$ cat src/rtl/pci_arb_pkg.sv
// Shared types for the two-function PCI request arbiter.
package pci_arb_pkg;
    // Arbitration hold state: free, latched on grant, or transaction running.
    typedef enum logic [1:0] {
        ARB_FREE = 2'd0,
        ARB_HELD = 2'd1,
        ARB_BUSY = 2'd2
    } arb_state_t;

    // Function select encoding used for the winner and the steering choice.
    localparam logic SEL_VIDEO = 1'b0;
    localparam logic SEL_AUDIO = 1'b1;
endpackage

$ cat src/rtl/pci_arb_pins.sv
// Polarity boundary: converts the active-low PCI lines to active-high
// internal signals and back. Assumes no synchronisation is needed, because
// the lines are already on the PCI clock.
module pci_arb_pins (
    input  logic pci_gnt_n,
    input  logic pci_frame_n,
    input  logic pci_irdy_n,
    input  logic req,
    output logic gnt,
    output logic frame,
    output logic irdy,
    output logic pci_req_n
);
    // Invert each line crossing the block boundary.
    always_comb begin
        gnt       = ~pci_gnt_n;
        frame     = ~pci_frame_n;
        irdy      = ~pci_irdy_n;
        pci_req_n = ~req;
    end
endmodule

$ cat src/rtl/pci_arb_lock_fsm.sv
// Ownership tracker. It latches the winning function on grant (lock mode) or
// at transaction start (both modes) and releases when FRAME and IRDY are idle.
// Assumes the initiator raises FRAME in the cycle after it saw its grant.
module pci_arb_lock_fsm
    import pci_arb_pkg::*;
(
    input  logic       clk,
    input  logic       rst_n,
    input  logic       lock_en,
    input  logic       gnt,
    input  logic       frame,
    input  logic       irdy,
    input  logic       choice,
    output arb_state_t state,
    output logic       winner
);
    logic       sel_q;
    arb_state_t state_d;
    logic       winner_d;
    logic       bus_idle;

    assign bus_idle = !frame && !irdy;

    // Next-state and winner selection for the hold state machine.
    always_comb begin
        state_d  = state;
        winner_d = winner;
        unique case (state)
            ARB_FREE: begin
                if (lock_en && gnt) begin
                    state_d  = ARB_HELD;
                    winner_d = choice;
                end else if (frame) begin
                    state_d  = ARB_BUSY;
                    winner_d = sel_q;
                end
            end
            ARB_HELD: begin
                if (frame || irdy)
                    state_d = ARB_BUSY;
                else if (!gnt)
                    state_d = ARB_FREE;
            end
            ARB_BUSY: begin
                if (bus_idle)
                    state_d = ARB_FREE;
            end
            default: state_d = ARB_FREE;
        endcase
    end

    // Register the state, the winner and the previous-cycle steering choice.
    always_ff @(posedge clk) begin
        if (!rst_n) begin
            state  <= ARB_FREE;
            winner <= SEL_VIDEO;
            sel_q  <= SEL_VIDEO;
        end else begin
            state  <= state_d;
            winner <= winner_d;
            sel_q  <= choice;
        end
    end

    // a running transaction keeps its owner while the bus is busy.
    p_owner_stable_r5: assert property (@(posedge clk) disable iff (!rst_n)
        (state == ARB_BUSY && (frame || irdy)) |=> (state == ARB_BUSY && $stable(winner)));

    // an idle bus during a transaction frees the arbiter at the next edge.
    p_release_idle_r8: assert property (@(posedge clk) disable iff (!rst_n)
        (state == ARB_BUSY && bus_idle) |=> (state == ARB_FREE));

    // in lock mode, the grant latches the live choice.
    p_lock_capture_r6: assert property (@(posedge clk) disable iff (!rst_n)
        (state == ARB_FREE && lock_en && gnt) |=> (state == ARB_HELD && winner == $past(choice)));
endmodule

$ cat src/rtl/pci_arb_steer.sv
// Request combining and grant steering. While free, audio takes precedence
// and video is the parking target. While held or busy, the latched winner is
// used. Assumes the state and winner come from registered logic.
module pci_arb_steer
    import pci_arb_pkg::*;
(
    input  logic       vid_req,
    input  logic       aud_req,
    input  logic       gnt,
    input  logic       lock_en,
    input  logic       late_en,
    input  arb_state_t state,
    input  logic       winner,
    output logic       req,
    output logic       choice,
    output logic       vid_gnt,
    output logic       aud_gnt
);
    logic held;
    logic gnt_pass;

    // Pick the function that receives the grant.
    always_comb begin
        held   = (state != ARB_FREE);
        choice = held ? winner : (aud_req ? SEL_AUDIO : SEL_VIDEO);
    end

    // Build the external request according to the mode and hold state.
    always_comb begin
        if (!lock_en || state == ARB_FREE)
            req = vid_req || aud_req;
        else if (state == ARB_HELD)
            req = (winner == SEL_AUDIO) ? aud_req : vid_req;
        else
            req = 1'b0;
    end

    // Forward the grant, gated by the request in late-grant mode.
    always_comb begin
        gnt_pass = gnt && (!late_en || req);
        aud_gnt  = gnt_pass && (choice == SEL_AUDIO);
        vid_gnt  = gnt_pass && (choice == SEL_VIDEO);
    end
endmodule

$ cat src/rtl/pci_dual_arbiter.sv
// Top level of the two-function PCI request arbiter. It joins the pin
// polarity stage, the ownership tracker and the steering logic.
// Assumes all inputs are synchronous to clk.
module pci_dual_arbiter
    import pci_arb_pkg::*;
(
    input  logic clk,
    input  logic rst_n,
    input  logic vid_req,
    input  logic aud_req,
    input  logic pci_gnt_n,
    input  logic pci_frame_n,
    input  logic pci_irdy_n,
    input  logic lock_en,
    input  logic late_en,
    output logic pci_req_n,
    output logic vid_gnt,
    output logic aud_gnt
);
    logic       gnt;
    logic       frame;
    logic       irdy;
    logic       req;
    logic       choice;
    logic       winner;
    arb_state_t state;

    pci_arb_pins u_pins (
        .pci_gnt_n   (pci_gnt_n),
        .pci_frame_n (pci_frame_n),
        .pci_irdy_n  (pci_irdy_n),
        .req         (req),
        .gnt         (gnt),
        .frame       (frame),
        .irdy        (irdy),
        .pci_req_n   (pci_req_n)
    );

    pci_arb_lock_fsm u_fsm (
        .clk     (clk),
        .rst_n   (rst_n),
        .lock_en (lock_en),
        .gnt     (gnt),
        .frame   (frame),
        .irdy    (irdy),
        .choice  (choice),
        .state   (state),
        .winner  (winner)
    );

    pci_arb_steer u_steer (
        .vid_req (vid_req),
        .aud_req (aud_req),
        .gnt     (gnt),
        .lock_en (lock_en),
        .late_en (late_en),
        .state   (state),
        .winner  (winner),
        .req     (req),
        .choice  (choice),
        .vid_gnt (vid_gnt),
        .aud_gnt (aud_gnt)
    );

    // never grant both functions.
    p_one_grant_r10: assert property (@(posedge clk) disable iff (!rst_n)
        $onehot0({vid_gnt, aud_gnt}));

    // late-grant mode forwards nothing while no request is out.
    p_late_gate_r9: assert property (@(posedge clk) disable iff (!rst_n)
        (late_en && pci_req_n) |-> (!vid_gnt && !aud_gnt));

    // lock mode keeps the pin quiet during a transaction.
    p_lock_quiet_r7: assert property (@(posedge clk) disable iff (!rst_n)
        (lock_en && state == ARB_BUSY) |-> pci_req_n);

    // a free, idle bus parks the grant on video.
    p_park_video_r3: assert property (@(posedge clk) disable iff (!rst_n)
        (state == ARB_FREE && !pci_gnt_n && !late_en && !vid_req && !aud_req) |-> vid_gnt);
endmodule

$ cat config.mk
export PLATFORM = sky130hd
export DESIGN_NAME = pci_dual_arbiter
export DESIGN_NICKNAME = d
export VERILOG_FILES = /design/src/rtl/pci_arb_pkg.sv /design/src/rtl/pci_arb_pins.sv /design/src/rtl/pci_arb_lock_fsm.sv /design/src/rtl/pci_arb_steer.sv /design/src/rtl/pci_dual_arbiter.sv
export SDC_FILE = /design/constraint.sdc
export NUM_CORES = 1
export LEC_CHECK = 0
export ABC_AREA = 1
export BUFFER_PORTS_ARGS = -buffer_cell sky130_fd_sc_hd__clkbuf_2
export CORE_AREA = 10 10 47 49
export DETAILED_ROUTE_END_ITERATION = 7
export DIE_AREA = 0 0 57 59
export GPL_TIMING_DRIVEN = 0
export PLACE_DENSITY = 0.51
export SYNTH_ARGS = -nofsm -noshare
export SYNTH_HDL_FRONTEND = slang
export SYNTH_HIERARCHICAL = 1
export SYNTH_SLANG_ARGS = --single-unit
$ cat constraint.sdc
create_clock -name clk -period 0.92 [get_ports clk]
set_input_delay 0.046 -clock clk [delete_from_list [all_inputs] [get_ports clk]]
set_output_delay 0.046 -clock clk [all_outputs]
set_load 0.01 [all_outputs]
=== Word level (Yosys, flattened, before mapping) ===
Index checks and enable logic that the tools add are counted.

* Flip-flop bits (word level): 4
* Output and inout port bits: 3
* Logic and storage cells: 42

* Equality and inequality tests: 6
* Muxes and demuxes: 13
* Bitwise logic cells: 5
* Reduce and logical (&&, ||, !) cells: 15

{| class="wikitable"
|+ Operators by type and width
! kind !! number
|-
| $mux 2 || 5
|-
| $mux 1 || 7
|-
| $ne 3x2->1 const B || 2
|-
| $pmux 2 s3 || 1
|-
| $logic_and 1x1->1 || 5
|-
| $not 1->1 || 5
|-
| $logic_or 1x1->1 || 4
|-
| $ne 2x1->1 const B || 2
|-
| $reduce_and 3->1 || 1
|-
| $eq 2x1->1 const B || 1
|-
| $eq 2x2->1 const B || 1
|-
| $logic_not 1->1 || 2
|-
| $logic_not 2->1 || 1
|-
| $reduce_and 2->1 || 1
|-
| $reduce_bool 2->1 || 1
|}

=== Longest topological paths before layout ===
Gate-level depths: netlist (run 1).

* Word-level depth: 6
* Mapped depth: 8
* Mapped depth without buffers: 8

=== Hierarchy ===
Netlist (run 1), hierarchy kept.

{| class="wikitable"
|+ Modules (own cells, without submodules)
! module !! times used !! cells an instance !! area each (um2) !! sequential area each (um2)
|-
| pci_arb_lock_fsm || 1 || 35 || 209.0 || 80.1
|-
| pci_arb_steer || 1 || 20 || 83.8 || 0.0
|-
| pci_arb_pins || 1 || 4 || 15.0 || 0.0
|}

=== Least setup slack after synthesis (run 1) ===
Ideal clock, no wire load.

* Kind: reg-to-reg
* Start: register u_fsm.state[1]
* End: register u_fsm.winner
* Setup time: 0.113 ns
* Data arrival time: 0.891 ns
* Path slack: -0.083 ns
* Cell stages (with the launch flop): 9
* Buffers on the path: 0
* Clock period less this slack: 1.003 ns
* Cells stage by stage: dfxtp_1 > nor2_2 > nand2_1 > o21ai_1 > inv_1 > nand3_1 > nand2_1 > nor2_1 > nor2_1

* Longest elaborated chain between the ends: 3

{| class="wikitable"
|+ Ends and longest elaborated chain
! element !! line !! text
|-
| from (decl) || pci_arb_lock_fsm.sv:14 || <nowiki>output arb_state_t state,</nowiki>
|-
| from (signal assigned) || pci_arb_lock_fsm.sv:59 || <nowiki>state <= state_d;</nowiki>
|-
| $reduce_bool 2->1 || pci_arb_steer.sv:24 || <nowiki>held = (state != ARB_FREE);</nowiki>
|-
| $mux 1 || pci_arb_steer.sv:25 || <nowiki>choice = held ? winner : (aud_req ? SEL_AUDIO : SEL_VIDEO);</nowiki>
|-
| net choice || pci_dual_arbiter.sv:24 || <nowiki>logic choice;</nowiki>
|-
| $mux 1 || pci_arb_lock_fsm.sv:30 || <nowiki>if (lock_en && gnt) begin</nowiki>
|-
| to (signal assigned) || pci_arb_lock_fsm.sv:60 || <nowiki>winner <= winner_d;</nowiki>
|-
| to (decl) || pci_arb_lock_fsm.sv:15 || <nowiki>output logic winner</nowiki>
|}

The timed path passes the listed nets, and every way through them passes these cells.
A chain may end at the register's enable or synchronous reset.

=== Worst setup path in the final report (run 1) ===
* Start: register u_fsm.state[0]
* End: output aud_gnt

* Longest elaborated chain between the ends: 6

{| class="wikitable"
|+ Ends and longest elaborated chain
! element !! line !! text
|-
| $eq 2x1->1 / $logic_not 2->1 (equally long branches) || pci_arb_steer.sv:32, pci_arb_steer.sv:30 ||
|-
| $mux 1 / $logic_or 1x1->1 (equally long branches) || pci_arb_steer.sv:32, pci_arb_steer.sv:30 ||
|-
| $mux 1 || pci_arb_steer.sv:30 || <nowiki>if (!lock_en || state == ARB_FREE)</nowiki>
|-
| $logic_or 1x1->1 || pci_arb_steer.sv:40 || <nowiki>gnt_pass = gnt && (!late_en || req);</nowiki>
|-
| $logic_and 1x1->1 || pci_arb_steer.sv:40 ||
|-
| $logic_and 1x1->1 (*) || pci_arb_steer.sv:41 || <nowiki>aud_gnt = gnt_pass && (choice == SEL_AUDIO);</nowiki>
|-
| to (decl) || pci_dual_arbiter.sv:18 || <nowiki>output logic aud_gnt</nowiki>
|}

Mark *: on every way between the ends. The rest lies on a longest branch, timed or not.

==> results.txt, run 1 <==
Final GP Congestion - 0.774
dpl cell area - 385 um^2
vias in the first global route - 344
worst vdd ir - 0.689 mV
DRC viols - 0
highest clock rate - 827 MHz
number of max-cap violations - 0
synth top area cells - dfxtp_1 (26%), nand2_1 (23%), inv_1 (18%)
Req. time, crit path - 870 ps
Final Cell Area - 465 um^2
via/cell ratio - 3.94
final core occ - 33.2%
final hold viol count - 0
HP Class - in -> reg
clock buffer depth - 2
wirelength, routed - 794 um
H-tree levels - 1
Synth Flop Type - dfxtp_1
via count - 366
first-pass GRT wire length - 1320 um
initial antenna violation count - 0
Crit Path Max Fanout - 4
Leak Pwr - 0.283 nW
# port buffers - 11
antenna-violating nets left - 0
Die Ht - 59 um
Synth top cells by count - nand2_1 (19), inv_1 (15), nor2_1 (9), nand3_1 (6), dfxtp_1 (4)
Post-CTS Hold Fix Bufs - 0
pin count of the biggest net entering global routing - 7
Starting Density - 22.0%
Synthesis Warnings - 6
fin cells - 93
core area - 1400 um^2
RSZ-0062 raised after global routing - true
WL per Instance - 8.54 um
CTS sink cnt - 4
placed wire-length estimate - 620 um
die footprint - 3360 um^2
# IOs - 12
Remaining Overflow, GRT - 0
failing checks - negative setup slack
fin. max-slew vios - 0
Synth Net Count - 68
synthesis-to-finish area growth - 51.2%
TritonCTS clock tree - done
CTS Buf Count - 3
dominant cell type by area after synthesis - dfxtp_1
Worst EP arrival - 1160 ps
Clock Skew - 4.34 ps
Fillers - 173
Total GRT Usage - 5.01%
Syn Area/Cell - 5.22 um^2
top-count cell post-synth - nand2_1
Starting DRT DRC Count - 3
Yosys cell types - 11
Slew HR - 88.0%
Seq cells post-synth - 4
startpoint class of the critical path - flop
Slew @ Worst Pin - 179 ps
Final nets - 88
PnR worst setup slack - -290 ps
Clk pin slew, worst setup/hold paths - 40 ps
crit path capture type - output port
Final Critical Period - 1210 ps
drt pass-1 iters - 3
number of placed cells counting well taps - 86
setup TNS - -1250 ps
Worst-Skew Late Latency - 230 ps
synthesized area - 308 um^2
outcome - finished with violations
endpoints failing setup - 7
Die W - 57 um
period utilization - 131%
# rows - 14
Yosys top cell area share - 26.0%
EDFF count, synth - 0
number of diodes - 0
Root Driver - clkbuf_4
sequential area share after synthesis - 26.0%
post-synthesis async set-or-reset flop share - 0%
Setup CP Type - reg -> out
PwrDens - 1370 nW/um^2
WHS - 60.3 ps
Synth Instances - 59
proportion of layout cells with a drive suffix above 1 - 37.7%
[metrics by stage]
step,setup slack (ps),power (W)
final,-290,0.000637
after global routing,-414,0.000698
after CTS,-296,0.000612
after detailed placement,-140,0.000371
after global placement,-136,0.000371
after floorplan,-60.7,0.000316
[critical path, cell delays in order, from the launching register on]
cell,delay [ps]
dfxtp_4,360
o21ai_2,130
nand2_1,70
nand3_1,70
nand2_1,70
nor2_1,100
buf_2,130
[metal layers]
layer	track usage [%]	vias to the layer above	share of wire [%]
li1	-	208	-
met1	4.38	149	43
met2	7.75	9	46
met3	3.65	0	11
met4	4.03	0	0
met5	0	-	0
[report_power, final]
group | switching (W) | total (W) | internal (W)
clock network | 0.0000698 | 0.000216 | 0.000146
registers | 0.0000203 | 0.000212 | 0.000192
logic | 0.000107 | 0.000209 | 0.000102
[final timing paths]
path / depth (start not counted) / end / slack, ps / from
worst max-delay path: 6 / aud_gnt / -290 / u_fsm/state[0]
worst min-delay path: 3 / u_fsm/winner / 60 / rst_n
worst max register to register: 8 / u_fsm/winner / -210 / u_fsm/winner
worst min register to register: 4 / u_fsm/winner / 540 / u_fsm/sel_q
[sequential cells by signal (all words and copies together) (netlist names)]
name and count:
u_fsm/sel_q 1, u_fsm/state 2, u_fsm/winner 1
[cell families (layout without fill, tap and decap cells)]
logic type,Yosys count,count (layout),synth area share [%]
DFF,4,4,26.0
and+or+nand+nor,37,37,50.0
AOI/OAI and AO/OA,3,3,5.69
buffers and inverters,15,33,18.3
[area by class of cell]
class                           count  area (um^2)  share of cell area [%]
Sequential cell                     4         91.3                    19.6
Clock buffer                        3         22.5                    4.84
Inverter                           15         56.3                    12.1
Multi-Input combinational cell     40          186                    40.1
Tap cell                           16         20.0                    4.30
Timing Repair Buffer               15         88.8                    19.1
[timing repair]
item | CTS | global route
setup buffers | 2 | 2
gates cloned | 0 | 0
hold endpoints to repair | 0 | 0
resized for setup | 4 | 12
endpoints found under the setup margin | 4 | 7
pin swaps | 1 | 7
[placed cells by master (no fill, tap or decap)]
cell type	n
nor2_1	9
o21ai_2	2
buf_2	2
clkbuf_2	9
dfxtp_4	3
clkbuf_4	3
nor2_4	1
nand3_1	6
inv_2	3
nand2_2	2
nand2_1	18
a21boi_1	1
inv_1	12
dfxtp_1	1
buf_6	1
buf_4	3
or2_0	1
Note: power is estimated with default switching activity, not from simulation.
==> run 2: changes to the inputs <==
--- a/config.mk
+++ b/config.mk
@@ -11,8 +11,9 @@
 export DETAILED_ROUTE_END_ITERATION = 7
 export DIE_AREA = 0 0 57 59
 export GPL_TIMING_DRIVEN = 0
-export PLACE_DENSITY = 0.51
+export PLACE_DENSITY = 0.5
 export SYNTH_ARGS = -nofsm -noshare
 export SYNTH_HDL_FRONTEND = slang
 export SYNTH_HIERARCHICAL = 1
 export SYNTH_SLANG_ARGS = --single-unit
+export TNS_END_PERCENT = 100
==> constraint.sdc (replaced) <==
create_clock -name clk -period 1.5 [get_ports clk]
set_input_delay 0.075 -clock clk [delete_from_list [all_inputs] [get_ports clk]]
set_output_delay 0.075 -clock clk [all_outputs]
set_load 0.01 [all_outputs]
==> run 2 against run 1 <==
  * The flow now finishes without violations
  * Worst setup slack improved by 510 ps
  * Sequential power decreased by 40%
  * Critical endpoint is now vid_gnt
  * Wire length decreased by 13%
  * Clock-buffer cell count unchanged
  * Sequential share of layout area increased by 0.38 points
==> results.txt, run 2 (same netlist as run 1, synthesis figures left out) <==
slowest stage cell, crit path - dfxtp_1 (was dfxtp_4)
worst vdd ir - 0.338 mV (was 0.689 mV)
via/cell ratio - 3.89 (was 3.94)
Root Driver - clkbuf_4 (unchanged)
initial antenna violation count - 0 (unchanged)
Final Critical Period - 1280 ps
Fillers - 168 (was 173)
WL per Instance - 7.74 um (was 8.54 um)
TritonCTS clock tree - done (unchanged)
Remaining Overflow, GRT - 0 (unchanged)
Req. time, crit path - 1420 ps (was 870 ps)
pin count of the biggest net entering global routing - 7 (unchanged)
highest clock rate - 781 MHz
Die W - 57 um (unchanged)
Clk pin slew, worst setup/hold paths - 40 ps (about the same)
proportion of layout cells with a drive suffix above 1 - 23.3% (was 37.7%)
# rows - 14 (unchanged)
P_sw - 0.000106 W (was 0.000197 W)
outcome - finished clean (was finished with violations)
Clk pwr share - 36.3% (was 33.8%)
Setup Buffers After CTS - 0 (was 2)
crit path capture type - output port (unchanged)
Die Ht - 59 um (unchanged)
Post-CTS Hold Fix Bufs - 0 (unchanged)
Hold Crit Start - rst_n (unchanged)
Slew HR - 86.5% (was 88.0%)
Crit Path Max Fanout - 6 (was 4)
Switching Fraction - 30.0% (was 31.0%)
endpoints failing setup - 0 (was 7)
Worst EP arrival - 1200 ps (was 1160 ps)
CP delay by family, top - flip-flops (unchanged)
Slew @ Worst Pin - 202 ps (was 179 ps)
placed wire-length estimate - 611 um (was 620 um)
Total GRT Usage - 4.45% (was 5.01%)
Final Cell Area - 407 um^2 (was 465 um^2)
synthesis-to-finish area growth - 32.1% (was 51.2%)
Final nets - 84 (was 88)
final hold viol count - 0 (unchanged)
via count - 346 (was 366)
CTS Buf Count - 3 (unchanged)
Setup CP Type - reg -> out (unchanged)
wirelength, routed - 689 um (was 794 um)
largest register by flop count - u_fsm/state (unchanged)
reg-to-reg startpoint - u_fsm/state[1] (was u_fsm/winner)
Final GP Congestion - 0.784 (was 0.774)
Logic pwr share - 27.4% (was 32.9%)
# port buffers - 11 (unchanged)
leading cell type in the layout, fill and taps excluded - nand2_1 (unchanged)
Worst-Skew Late Latency - 230 ps (about the same)
period utilization - 85.3%
FF+latch area - 81.3 um^2 (was 91.3 um^2)
power consumption - 0.000353 W (was 0.000637 W)
setup TNS - 0 ps (was -1250 ps)
number of diodes - 0 (unchanged)
CTS sink cnt - 4 (unchanged)
commonest cells after routing, fill and taps aside - nand2_1 (19), inv_1 (15), clkbuf_2 (11) (was nand2_1 (18), inv_1 (12), clkbuf_2 (9), nor2_1 (9), nand3_1 (6))
PwrDens - 868 nW/um^2 (was 1370 nW/um^2)
sequential share of power - 36.2% (was 33.3%)
Int Pwr - 0.000247 W (was 0.000440 W)
number of max-cap violations - 0 (unchanged)
antenna-violating nets left - 0 (unchanged)
Cell Chain, Critical Path - nor2_2 -> o21ai_1 -> inv_1 -> nor2_1 -> clkbuf_2 (was o21ai_2 -> nand2_1 -> nand3_1 -> nand2_1 -> nor2_1 -> buf_2)
Leak Pwr - 0.257 nW (was 0.283 nW)
DRC viols - 0 (unchanged)
core area - 1400 um^2 (unchanged)
clock buffer depth - 2 (unchanged)
drt pass-1 iters - 4 (was 3)
fin. max-slew vios - 0 (unchanged)
vias in the first global route - 358 (was 344)
# IOs - 12 (unchanged)
die footprint - 3360 um^2 (unchanged)
startpoint class of the critical path - flop (unchanged)
Starting DRT DRC Count - 7 (was 3)
dpl cell area - 383 um^2 (was 385 um^2)
H-tree levels - 1 (unchanged)
Clock Skew - 0.765 ps (was 4.34 ps)
sum of buffers and inverters on the critical path - 2 (was 1)
Starting Density - 22.0% (unchanged)
Crit. Startpoint - u_fsm/state[1] (was u_fsm/state[0])
multi-input logic area - 171 um^2 (was 186 um^2)
HP Class - in -> reg (unchanged)
largest stage delay on the critical path - 410 ps (was 360 ps)
largest registers - u_fsm/state (2), u_fsm/sel_q (1), u_fsm/winner (1) (unchanged)
WHS - 79.1 ps (was 60.3 ps)
RSZ-0062 raised after global routing - false (was true)
first-pass GRT wire length - 1260 um (was 1320 um)
max reg flops - 2 (unchanged)
==> run 2: cell types whose count changed in the layout (fill, tap and decap cells not counted), moves of 2 or more <==
| cell | delta |
|---|---|
| clkbuf_2 | +2 |
| buf_2 | -2 |
| buf_4 | -3 |
| inv_2 | -3 |
| o21ai_1 | +2 |
| o21ai_2 | -2 |
| inv_1 | +3 |
| dfxtp_4 | -3 |
| dfxtp_1 | +2 |
==> run 2: tightest hold or removal path: cells and delay by family <==
| family | cells | cell delay [ps] |
|---|---|---|
| AND/OR/NAND/NOR | 1 | 50 |
| buffers and inverters | 2 | 150 |
==> run 2: path summary, 6_finish.rpt <==
check | endpoint | slack [ps] | cells past startpoint
min | u_fsm/state[1] | 80 | 3
min reg2reg | u_fsm/winner | 530 | 4
max reg2reg | u_fsm/winner | 400 | 7
max | vid_gnt | 220 | 5
==> run 2: power groups by stage <==
stage | clock [W] | sequential, W | combinational, W
finish | 0.000128 | 0.000128 | 0.0000968
floorplan | 0 | 0.000127 | 0.0000660
global placement | 0 | 0.000129 | 0.0000972
CTS | 0.000135 | 0.000127 | 0.0000983
global route | 0.000137 | 0.000130 | 0.000118
detailed placement | 0 | 0.000129 | 0.0000980
==> run 2: through the flow <==
step                      setup slack, ps  instances  utilization (%)
after global routing                 19.8         89             29.0
after detailed placement              405         86             27.3
final                                 220         89             29.0
after CTS                             171         89             28.9
after global placement                404         86             27.3
after floorplan                       497         59                -
==> run 2: timing repair <==
action,4_1_cts,5_1_grt
resized for setup,0,2
hold endpoints to repair,0,0
setup endpoints to repair,0,2
==> run 2: layer usage <==
metal  GRT usage, %  vias to the layer above  part of all wire [%]
met5              0                        -                     0
met4           2.01                        0                     0
met3           2.15                        0                   7.7
met2           7.44                        6                    47
met1           4.63                      138                    45
li1               -                      202                     -
==> run 2: layout make-up <==
class	instances	area share, %
clock buffers	3	5.54
inverters	15	13.8
multi-input cells	40	42.2
flip-flops and latches	4	20.0
well taps	16	4.92
repair buffers	11	13.5
==> run 3: changes to the inputs <==
--- a/config.mk
+++ b/config.mk
@@ -14,6 +14,5 @@
 export PLACE_DENSITY = 0.5
 export SYNTH_ARGS = -nofsm -noshare
 export SYNTH_HDL_FRONTEND = slang
-export SYNTH_HIERARCHICAL = 1
 export SYNTH_SLANG_ARGS = --single-unit
 export TNS_END_PERCENT = 100
==> run 3 against run 2 <==
  * Sequential power barely moved
  * Sequential share of layout area fell by 0.31 points
  * Die area is the same
  * Critical path depth increased by 1
  * Flip-flop and latch count unchanged
  * Largest cell class unchanged
==> results.txt, run 3 <==
outcome - finished clean (unchanged)
wirelength, routed - 776 um (was 689 um)
CTS sink cnt - 4 (unchanged)
Worst-Skew Late Latency - 230 ps (about the same)
# IOs - 12 (unchanged)
largest stage delay on the critical path - 360 ps (was 410 ps)
met2 Usage GRT - 7.13% (was 7.44%)
Synth Net Count - 60 (was 68)
via/cell ratio - 4.06 (was 3.89)
Slew HR - 83.6% (was 86.5%)
endpoints failing setup - 0 (unchanged)
Clock Skew - 3.58 ps (was 0.765 ps)
Synth top cells by count - nand2_1 (15), inv_1 (11), nand3_1 (7), dfxtp_1 (4), nor2_1 (3) (was nand2_1 (19), inv_1 (15), nor2_1 (9), nand3_1 (6), dfxtp_1 (4))
Leak Pwr - 0.234 nW (was 0.257 nW)
Seq cells post-synth - 4 (unchanged)
worst reg2reg path depth - 5 (was 7)
worst r2r dst - u_fsm.winner (was u_fsm/winner)
CTS Buf Count - 3 (unchanged)
sequential area share after synthesis - 25.9% (was 26.0%)
Yosys top cell area share - 25.9% (was 26.0%)
DRC viols - 0 (unchanged)
post-CTS sizing - 0 (unchanged)
pin count of the biggest net entering global routing - 8 (was 7)
vias in the first global route - 305 (was 358)
WL per Instance - 9.58 um (was 7.74 um)
number of max-cap violations - 0 (unchanged)
# rows - 14 (unchanged)
via count - 329 (was 346)
fin. max-slew vios - 0 (unchanged)
met3 Use GR - 2.79% (was 2.15%)
Starting Density - 22.1% (was 22.0%)
dpl cell area - 384 um^2 (was 383 um^2)
largest registers - u_fsm.state (2), u_fsm.sel_q (1), u_fsm.winner (1) (was u_fsm/state (2), u_fsm/sel_q (1), u_fsm/winner (1))
Starting DRT DRC Count - 7 (unchanged)
EDFF count, synth - 0 (unchanged)
number of diodes - 0 (unchanged)
Clk pin slew, worst setup/hold paths - 40 ps (about the same)
period utilization - 90.2% (was 85.3%)
Remaining Overflow, GRT - 0 (unchanged)
final core occ - 29.0% (unchanged)
setup slack, reg-to-reg - 510 ps (was 400 ps)
dominant cell type by area after synthesis - dfxtp_1 (unchanged)
Post-CTS Hold Fix Bufs - 0 (unchanged)
leading cell type in the layout, fill and taps excluded - nand2_1 (unchanged)
Setup Buffers After CTS - 0 (unchanged)
worst vdd ir - 0.388 mV (was 0.338 mV)
Req. time, crit path - 1420 ps (about the same)
proportion of layout cells with a drive suffix above 1 - 33.8% (was 23.3%)
Root Driver - clkbuf_4 (unchanged)
synthesis-to-finish area growth - 31.6% (was 32.1%)
CP endpoint - aud_gnt (was vid_gnt)
CP dominant cell by count - nand2_1
synthesized area - 309 um^2 (was 308 um^2)
Synth Instances - 51 (was 59)
Yosys cell types - 13 (was 11)
drt pass-1 iters - 4 (unchanged)
clock buffer depth - 2 (unchanged)
highest clock rate - 739 MHz (was 781 MHz)
max reg flops - 2 (unchanged)
# port buffers - 11 (unchanged)
top-count cell post-synth - nand2_1 (unchanged)
Syn Area/Cell - 6.06 um^2 (was 5.22 um^2)
Worst EP arrival - 1280 ps (was 1200 ps)
Total GRT Usage - 4.76% (was 4.45%)
slowest stage cell, crit path - dfxtp_1 (unchanged)
first-pass GRT wire length - 1240 um (was 1260 um)
crit path capture type - output port (unchanged)
commonest cells after routing, fill and taps aside - nand2_1 (15), inv_1 (11), clkbuf_2 (11) (was nand2_1 (19), inv_1 (15), clkbuf_2 (11))
antenna-violating nets left - 0 (unchanged)
Die Ht - 59 um (unchanged)
TritonCTS clock tree - done (unchanged)
Crit. Startpoint - u_fsm.state[1] (was u_fsm/state[1])
Synthesis Warnings - 0 (was 6)
die footprint - 3360 um^2 (unchanged)
Synth Flop Type - dfxtp_1 (unchanged)
Cell Chain, Critical Path - nor2_4 -> nand2_1 -> nand2_1 -> inv_1 -> nor2_1 -> clkbuf_2 (was nor2_2 -> o21ai_1 -> inv_1 -> nor2_1 -> clkbuf_2)
GRT busiest layer - met2 (unchanged)
power consumption - 0.000365 W (was 0.000353 W)
GR Layer Usage met1 - 4.64% (was 4.63%)
startpoint class of the critical path - flop (unchanged)
RSZ-0062 raised after global routing - false (unchanged)
setup TNS - 0 ps (unchanged)
synth top area cells - dfxtp_1 (26%), nand2_1 (18%), inv_1 (13%) (was dfxtp_1 (26%), nand2_1 (23%), inv_1 (18%))
core area - 1400 um^2 (unchanged)
Final GP Congestion - 0.779 (was 0.784)
Die W - 57 um (unchanged)
placed wire-length estimate - 662 um (was 611 um)
Setup CP Type - reg -> out (unchanged)
Crit Path Max Fanout - 7 (was 6)
initial antenna violation count - 0 (unchanged)
Final Cell Area - 407 um^2 (unchanged)
HP Class - in -> reg (unchanged)
H-tree levels - 1 (unchanged)
final hold viol count - 0 (unchanged)
Final nets - 76 (was 84)
Final Critical Period - 1350 ps (was 1280 ps)
Slew @ Worst Pin - 245 ps (was 202 ps)
largest register by flop count - u_fsm.state (was u_fsm/state)
PwrDens - 898 nW/um^2 (was 868 nW/um^2)
reg-to-reg startpoint - u_fsm.state[1] (was u_fsm/state[1])
post-synthesis async set-or-reset flop share - 0% (unchanged)
run 3: changes by cell type after synthesis, moves of 2 or more:
cell	change
a21oi_1	+2
inv_1	-4
nand2_1	-4
nand3_2	+2
nor2_1	-6
nor2_4	+2
run 3: area by class of cell:
type                    count  area, um^2
repair buffers             11        55.1
well taps                  16        20.0
clock buffers               3        22.5
flip-flops and latches      4        80.1
inverters                  12        45.0
multi-input cells          35         184
fillers                   186         995
run 3: worst max-delay path: cells and delay by family (launching register included):
| family | cells | cell delay, ps |
|---|---|---|
| buffers and inverters | 2 | 200 |
| AND/OR/NAND/NOR | 4 | 480 |
| flip-flops | 1 | 360 |
run 3: worst min path at each step:
stage / startpoint / depth (start not counted) / endpoint / slack, ps
2_1_floorplan: rst_n / 2 / u_fsm.winner / 250
3_3_place_gp: rst_n / 3 / u_fsm.winner / 360
3_5_place_dp: rst_n / 3 / u_fsm.winner / 360
4_1_cts: rst_n / 3 / u_fsm.winner / 120
5_1_grt: rst_n / 3 / u_fsm.winner / 160
6_report: rst_n / 3 / u_fsm.winner / 120
run 3: report_power, final:
group          internal (W)  switching (W)
registers          0.000117      0.0000117
logic             0.0000413      0.0000618
clock network     0.0000895      0.0000436
total              0.000248       0.000117
run 3: metrics by stage:
stage,setup slack [ps],cells,hold slack (ps)
final,147,81,124
after global routing,14.8,81,158
after CTS,120,81,122
after detailed placement,378,78,361
after global placement,392,78,358
after floorplan,533,51,246
run 3: logic make-up after synthesis:
group	share of synthesized area, %
flip-flops	25.9
buffers and inverters	14.6
AO/OA/AOI/OAI	10.5
AND/OR/NAND/NOR	49.0
run 3: routing by layer:
| metal | vias to the layer above | wire, um |
|---|---|---|
| li1 | 186 | - |
| met1 | 134 | 361 |
| met2 | 7 | 351 |
| met3 | 2 | 56 |
| met4 | 0 | 6 |
| met5 | - | 0 |
